`config.mk`:
```
export PLATFORM = sky130hd
export DESIGN_NAME = sf_status_ctrl
export DESIGN_NICKNAME = d
export VERILOG_FILES = /design/src/rtl/sf_status_pkg.sv /design/src/rtl/sf_cmd_arbiter.sv /design/src/rtl/sf_busy_timer.sv /design/src/rtl/sf_status_regs.sv /design/src/rtl/sf_status_ctrl.sv
export SDC_FILE = /design/constraint.sdc
export NUM_CORES = 1
export LEC_CHECK = 0
export BUFFER_PORTS_ARGS = -buffer_cell sky130_fd_sc_hd__buf_2
export CORE_MARGIN = 2
export CORE_UTILIZATION = 25
export CTS_CLUSTER_DIAMETER = 150
export DETAILED_ROUTE_END_ITERATION = 10
export SLEW_MARGIN = 20
export SYNTH_ARGS = -nofsm -noshare
export SYNTH_HDL_FRONTEND = slang
export SYNTH_SLANG_ARGS = --single-unit
export TNS_END_PERCENT = 1
```
`constraint.sdc`:
```
create_clock -name clk_i -period 2.7 [get_ports clk_i]
set_input_delay 0.135 -clock clk_i [delete_from_list [all_inputs] [get_ports clk_i]]
set_output_delay 0.135 -clock clk_i [all_outputs]
set_load 0.005 [all_outputs]
```
`src/rtl/sf_status_pkg.sv`:
```
package sf_status_pkg;

  localparam int STATUS_W = 8;
  localparam int NUM_CMD  = 8;

  localparam int BIT_BUSY = 0;
  localparam int BIT_WEL  = 1;
  localparam int BP_LSB   = 2;
  localparam int BP_W     = 3;
  localparam int BIT_TB   = 5;
  localparam int BIT_SRP  = 7;

  // Value order matches strobe priority: higher value wins.
  typedef enum logic [3:0] {
    OP_NONE = 4'd0,
    OP_RDSR = 4'd1,
    OP_WREN = 4'd2,
    OP_WRDI = 4'd3,
    OP_WRSR = 4'd4,
    OP_PP   = 4'd5,
    OP_SE   = 4'd6,
    OP_BE   = 4'd7,
    OP_CE   = 4'd8
  } op_e;

  typedef struct packed {
    logic            srp;
    logic            tb;
    logic [BP_W-1:0] bp;
  } prot_t;

  function automatic logic is_modify(op_e op);
    return op inside {OP_WRSR, OP_PP, OP_SE, OP_BE, OP_CE};
  endfunction

  function automatic int max5(int a, int b, int c, int d, int e);
    int m;
    m = a;
    if (b > m) m = b;
    if (c > m) m = c;
    if (d > m) m = d;
    if (e > m) m = e;
    return m;
  endfunction

endpackage

```
`src/rtl/sf_cmd_arbiter.sv`:
```
module sf_cmd_arbiter
  import sf_status_pkg::*;
(
  input  logic [NUM_CMD-1:0] req_i,
  input  logic               busy_i,
  input  logic               wel_i,
  output op_e                op_o,
  output logic               accept_o,
  output logic               start_o
);

  op_e pick;

  always_comb begin
    pick = OP_NONE;
    for (int i = 0; i < NUM_CMD; i++) begin
      if (req_i[i]) pick = op_e'(4'(i + 1));
    end
  end

  always_comb begin
    op_o     = OP_NONE;
    accept_o = 1'b0;
    if (busy_i) begin
      // only read status passes the lockout
      op_o     = req_i[0] ? OP_RDSR : OP_NONE;
      accept_o = req_i[0];
    end else begin
      op_o = pick;
      unique case (pick)
        OP_NONE:                   accept_o = 1'b0;
        OP_RDSR, OP_WREN, OP_WRDI: accept_o = 1'b1;
        default:                   accept_o = wel_i;
      endcase
    end
  end

  assign start_o = accept_o && is_modify(op_o);

endmodule

```
`src/rtl/sf_busy_timer.sv`:
```
module sf_busy_timer
  import sf_status_pkg::*;
#(
  parameter int PROG_CYC = 5,
  parameter int SE_CYC   = 7,
  parameter int BE_CYC   = 9,
  parameter int CE_CYC   = 11,
  parameter int WRSR_CYC = 3,
  parameter int CNT_W    = 4
) (
  input  logic clk_i,
  input  logic rst_ni,
  input  logic start_i,
  input  op_e  op_i,
  output logic busy_o,
  output logic done_o
);

  logic [CNT_W-1:0] cnt_q;
  logic [CNT_W-1:0] dur;

  always_comb begin
    unique case (op_i)
      OP_PP:   dur = CNT_W'(PROG_CYC);
      OP_SE:   dur = CNT_W'(SE_CYC);
      OP_BE:   dur = CNT_W'(BE_CYC);
      OP_CE:   dur = CNT_W'(CE_CYC);
      OP_WRSR: dur = CNT_W'(WRSR_CYC);
      default: dur = '0;
    endcase
  end

  always_ff @(posedge clk_i or negedge rst_ni) begin
    if (!rst_ni)              cnt_q <= '0;
    else if (start_i)         cnt_q <= dur;
    else if (cnt_q != '0)     cnt_q <= cnt_q - 1'b1;
  end

  assign busy_o = cnt_q != '0;
  assign done_o = cnt_q == CNT_W'(1);

endmodule

```
`src/rtl/sf_status_regs.sv`:
```
module sf_status_regs
  import sf_status_pkg::*;
(
  input  logic                clk_i,
  input  logic                rst_ni,
  input  op_e                 op_i,
  input  logic                accept_i,
  input  logic                done_i,
  input  logic [STATUS_W-1:0] wr_data_i,
  input  logic                wp_ni,
  output logic                wel_o,
  output prot_t               prot_o
);

  prot_t prot_q, pend_q;
  logic  wel_q, pend_v_q, pend_lock_q;
  logic  lock;

  assign lock = prot_q.srp && !wp_ni;

  always_ff @(posedge clk_i or negedge rst_ni) begin
    if (!rst_ni) begin
      wel_q       <= 1'b0;
      prot_q      <= '0;
      pend_q      <= '0;
      pend_v_q    <= 1'b0;
      pend_lock_q <= 1'b0;
    end else if (done_i) begin
      wel_q    <= 1'b0;
      pend_v_q <= 1'b0;
      if (pend_v_q && !pend_lock_q) prot_q <= pend_q;
    end else if (accept_i) begin
      unique case (op_i)
        OP_WREN: wel_q <= 1'b1;
        OP_WRDI: wel_q <= 1'b0;
        OP_WRSR: begin
          pend_v_q    <= 1'b1;
          pend_lock_q <= lock;
          pend_q      <= '{srp: wr_data_i[BIT_SRP],
                           tb:  wr_data_i[BIT_TB],
                           bp:  wr_data_i[BP_LSB +: BP_W]};
        end
        default: ;
      endcase
    end
  end

  assign wel_o  = wel_q;
  assign prot_o = prot_q;

endmodule

```
`src/rtl/sf_status_ctrl.sv`:
```
module sf_status_ctrl
  import sf_status_pkg::*;
#(
  parameter int PROG_CYC = 5,
  parameter int SE_CYC   = 7,
  parameter int BE_CYC   = 9,
  parameter int CE_CYC   = 11,
  parameter int WRSR_CYC = 3
) (
  input  logic                clk_i,
  input  logic                rst_ni,
  input  logic                rdsr_i,
  input  logic                wren_i,
  input  logic                wrdi_i,
  input  logic                wrsr_i,
  input  logic [STATUS_W-1:0] wrsr_data_i,
  input  logic                prog_i,
  input  logic                se_i,
  input  logic                be_i,
  input  logic                ce_i,
  input  logic                wp_ni,
  output logic [STATUS_W-1:0] status_o,
  output logic                accept_o,
  output logic [BP_W-1:0]     bp_o,
  output logic                tb_o,
  output logic                srp_o
);

  localparam int MAX_CYC = max5(PROG_CYC, SE_CYC, BE_CYC, CE_CYC, WRSR_CYC);
  localparam int CNT_W   = $clog2(MAX_CYC + 1);

  logic [NUM_CMD-1:0] req;
  op_e   op;
  logic  start, busy, done, wel;
  prot_t prot;

  assign req = {ce_i, be_i, se_i, prog_i, wrsr_i, wrdi_i, wren_i, rdsr_i};

  sf_cmd_arbiter u_arb (
    .req_i    (req),
    .busy_i   (busy),
    .wel_i    (wel),
    .op_o     (op),
    .accept_o (accept_o),
    .start_o  (start)
  );

  sf_busy_timer #(
    .PROG_CYC (PROG_CYC),
    .SE_CYC   (SE_CYC),
    .BE_CYC   (BE_CYC),
    .CE_CYC   (CE_CYC),
    .WRSR_CYC (WRSR_CYC),
    .CNT_W    (CNT_W)
  ) u_tmr (
    .clk_i   (clk_i),
    .rst_ni  (rst_ni),
    .start_i (start),
    .op_i    (op),
    .busy_o  (busy),
    .done_o  (done)
  );

  sf_status_regs u_regs (
    .clk_i     (clk_i),
    .rst_ni    (rst_ni),
    .op_i      (op),
    .accept_i  (accept_o),
    .done_i    (done),
    .wr_data_i (wrsr_data_i),
    .wp_ni     (wp_ni),
    .wel_o     (wel),
    .prot_o    (prot)
  );

  always_comb begin
    status_o                     = '0;
    status_o[BIT_BUSY]           = busy;
    status_o[BIT_WEL]            = wel;
    status_o[BP_LSB +: BP_W]     = prot.bp;
    status_o[BIT_TB]             = prot.tb;
    status_o[BIT_SRP]            = prot.srp;
  end

  assign bp_o  = prot.bp;
  assign tb_o  = prot.tb;
  assign srp_o = prot.srp;

endmodule

```
==> results.yml <==
drt:
  wl_per_cell_um: 11.9
  wl_met1_um: 917
  drc: 0
  dr.pass1.iters: 4
  vias: 759
  dr_wl_met2_um: 982
  drtIter0Drc: 23
  dr_wl_met3_um: 91
  wl_um: 1990
  drtAntennaViolNets: 0
  top_layer: "met3"
  vias_per_cell: 4.54
global_routing:
  gr-usage-all-layers: 0.0908
  grt_pass1_wl_um: 3210
  antenna_found_initial: 0
  grt_pass1_vias: 769
  gr-total-overflow: 0
  grt_max_degree: 18
pwr:
  p_per_area_mw_per_mm2: 632
  ir_drop_mv: 0.314
  power_leakage_nw: 0.630
floorplan:
  fp.coreArea_mm2: 0.00394
  die_x_um: 67.7
  die-area_mm2: 0.00458
  pin_count: 33
  placementRows: 23
  die_h_um: 67.7
  start_util: 0.257
finish:
  nNetsFinal: 140
  layout_common_cells: "buf_2, dfrtp_1, inv_1, mux2_2, mux2_4"
  area_growth_pct: 18.5
  diodes: 0
  drive_gt1_frac: 0.427
  final_common_cell: "buf_2"
cts:
  cts_sinks: 17
  clock_path_buffers: 2
  cts-root-buf: "clkbuf_8"
  cts_buffers: 3
  ctsResizeCount: 0
  clk_latency_ns: 0.24
  path_clk_slew_ns: 0.06
  cts_tree: "yes"
  htreeDepth: 1
synthesis:
  yosys_warnings: 0
  yosysUniqueCellTypes: 34
  synthCells: 93
  ys_seq_area_frac: 0.420
  synth_area_per_cell_um2: 10.9
  synth_fp_nets: 115
  synth_area_mm2: 0.00101
  ys_ff_latch: 17
sta:
  rsz0062_at_grt: "no"
  finalClockSkew_ns: 0.000478
  finalSetupTns_ns: 0
  period_needed_ns: 2.32
  layout_worst_path_cycle_share: 0.859
  setup_viol: 0
  whs_ns: 0.120
  worst_pin_slew_ns: 0.660
  maxSlewViolCount: 0
  relSlewSlack: 0.553
  hold_violations: 0
  max_freq_ghz: 0.431
worst_setup_path:
  crit_start: "u_tmr.cnt_q[0]$_DFFE_PN0P_"
  cp.required_ns: 2.83
  critPathLaunchType: "register"
  rrSetupSlack_ns: 0.38
  cp.arrival_ns: 2.45
  critPathKind: "register to register"
  worstReg2RegStart: "u_tmr.cnt_q[0]$_DFFE_PN0P_"
  crit_path_end_kind: "register"
  cp_max_fo: 7
hold_path:
  hold_path.startpoint: "wrsr_data_i[5]"
  hold_class: "primary input to register"
place:
  dp_hpwl_um: 1600
  place.gp.congestion: 0.787
  io_buffers: 28
job:
  maxCapViolations: 0
outcome:
  outcome: "complete, no violations"
==> repair_timing <==
action                    4_1_cts  5_1_grt
hold buffers                    1        0
hold endpoints to repair       17        0
buffers inserted                0        0
==> worst max-delay path: stages, from the launching register on <==
cell	delay, ns
dfrtp_1	0.41
inv_1	0.10
ha_1	0.19
nor3b_4	0.29
inv_2	0.12
nor4_1	0.30
o211a_1	0.45
mux2_4	0.34
==> registers in the layout (all words and copies together) (netlist names) <==
register and flops:
u_regs.pend_q 5, u_regs.prot_o 5, u_tmr.cnt_q 4, u_regs.pend_lock_q 1
u_regs.pend_v_q 1, u_regs.wel_o 1
==> through the flow <==
stage / area (um^2) / cells / power, mW / worst slack [ns] / utilization
final: 1200 / 167 / 0.759 / 0.381 / 0.305
after floorplan: 1010 / 93 / 0.514 / 0.740 / -
after CTS: 1200 / 167 / 0.770 / 0.358 / 0.305
after global placement: 1140 / 162 / 0.571 / 0.471 / 0.290
after global routing: 1200 / 167 / 0.810 / 0.192 / 0.305
after detailed placement: 1140 / 162 / 0.587 / 0.355 / 0.290
==> cell type report <==
type | count | area, um^2
Fill cell | 400 | 2740
Inverter | 7 | 26.3
Sequential cell | 17 | 425
Multi-Input combinational cell | 60 | 490
Clock buffer | 3 | 41.3
Timing Repair Buffer | 29 | 150
Clock inverter | 1 | 5.00
Tap cell | 50 | 62.6
==> metal layers <==
metal	track usage	up-vias
met3	0.0150	0
met2	0.156	27
met4	0.0306	0
met5	0	-
met1	0.115	363
li1	-	369
==> report_power, final <==
group          total [mW]  switching, mW  internal [mW]
registers           0.332         0.0430          0.289
logic               0.247          0.123          0.124
clock network       0.180         0.0784          0.102
==> synth_stat cells <==
cell type	number	share of area
nand3b_1	1	0.0074
nor3b_4	1	0.019
and3_2	1	0.0074
ha_1	3	0.037
buf_4	8	0.059
or4_4	1	0.011
nand2_1	4	0.015
buf_6	1	0.011
inv_1	6	0.022
mux2_4	6	0.089
nor3_1	2	0.0099
a41o_1	1	0.0099
nor4b_1	1	0.0086
and2_2	1	0.0074
nor4_1	3	0.019
nor2_1	4	0.015
or3_1	1	0.0062
mux2_2	6	0.067
nand3_1	1	0.0049
nand2b_1	1	0.0062
dfrtp_1	17	0.42
o32ai_1	2	0.017
a21boi_0	1	0.0074
inv_2	1	0.0037
o21ai_0	4	0.020
o21a_1	1	0.0074
a31oi_1	1	0.0062
nor2b_1	2	0.012
a21o_2	1	0.0086
nor3b_1	2	0.015
conb_1	1	0.0037
xnor2_1	1	0.0086
o211a_1	2	0.020
a21oi_1	4	0.020
==> final timing paths <==
| kind | end | cells after the start |
|---|---|---|
| max in group asynchronous | u_regs.prot_o[3]$_DFFE_PN0P_ | 2 |
| min | u_regs.pend_q[3]$_DFFE_PN0P_ | 2 |
| min in group asynchronous | u_regs.prot_o[0]$_DFFE_PN0P_ | 2 |
| max | u_regs.pend_q[1]$_DFFE_PN0P_ | 7 |
| max reg2reg | u_regs.pend_q[1]$_DFFE_PN0P_ | 7 |
| min reg2reg | u_regs.pend_v_q$_DFFE_PN0P_ | 1 |
==> kinds of logic after synthesis <==
family | after synthesis | synth area share
simple gates | 26 | 0.163
compound gates | 17 | 0.116
flops | 17 | 0.420
buf+inv | 16 | 0.0963
mux | 12 | 0.156
fa+ha+maj | 3 | 0.0370
other cells | 1 | 0.00370
xor+xnor | 1 | 0.00864
(Power assumes the default switching activity.)
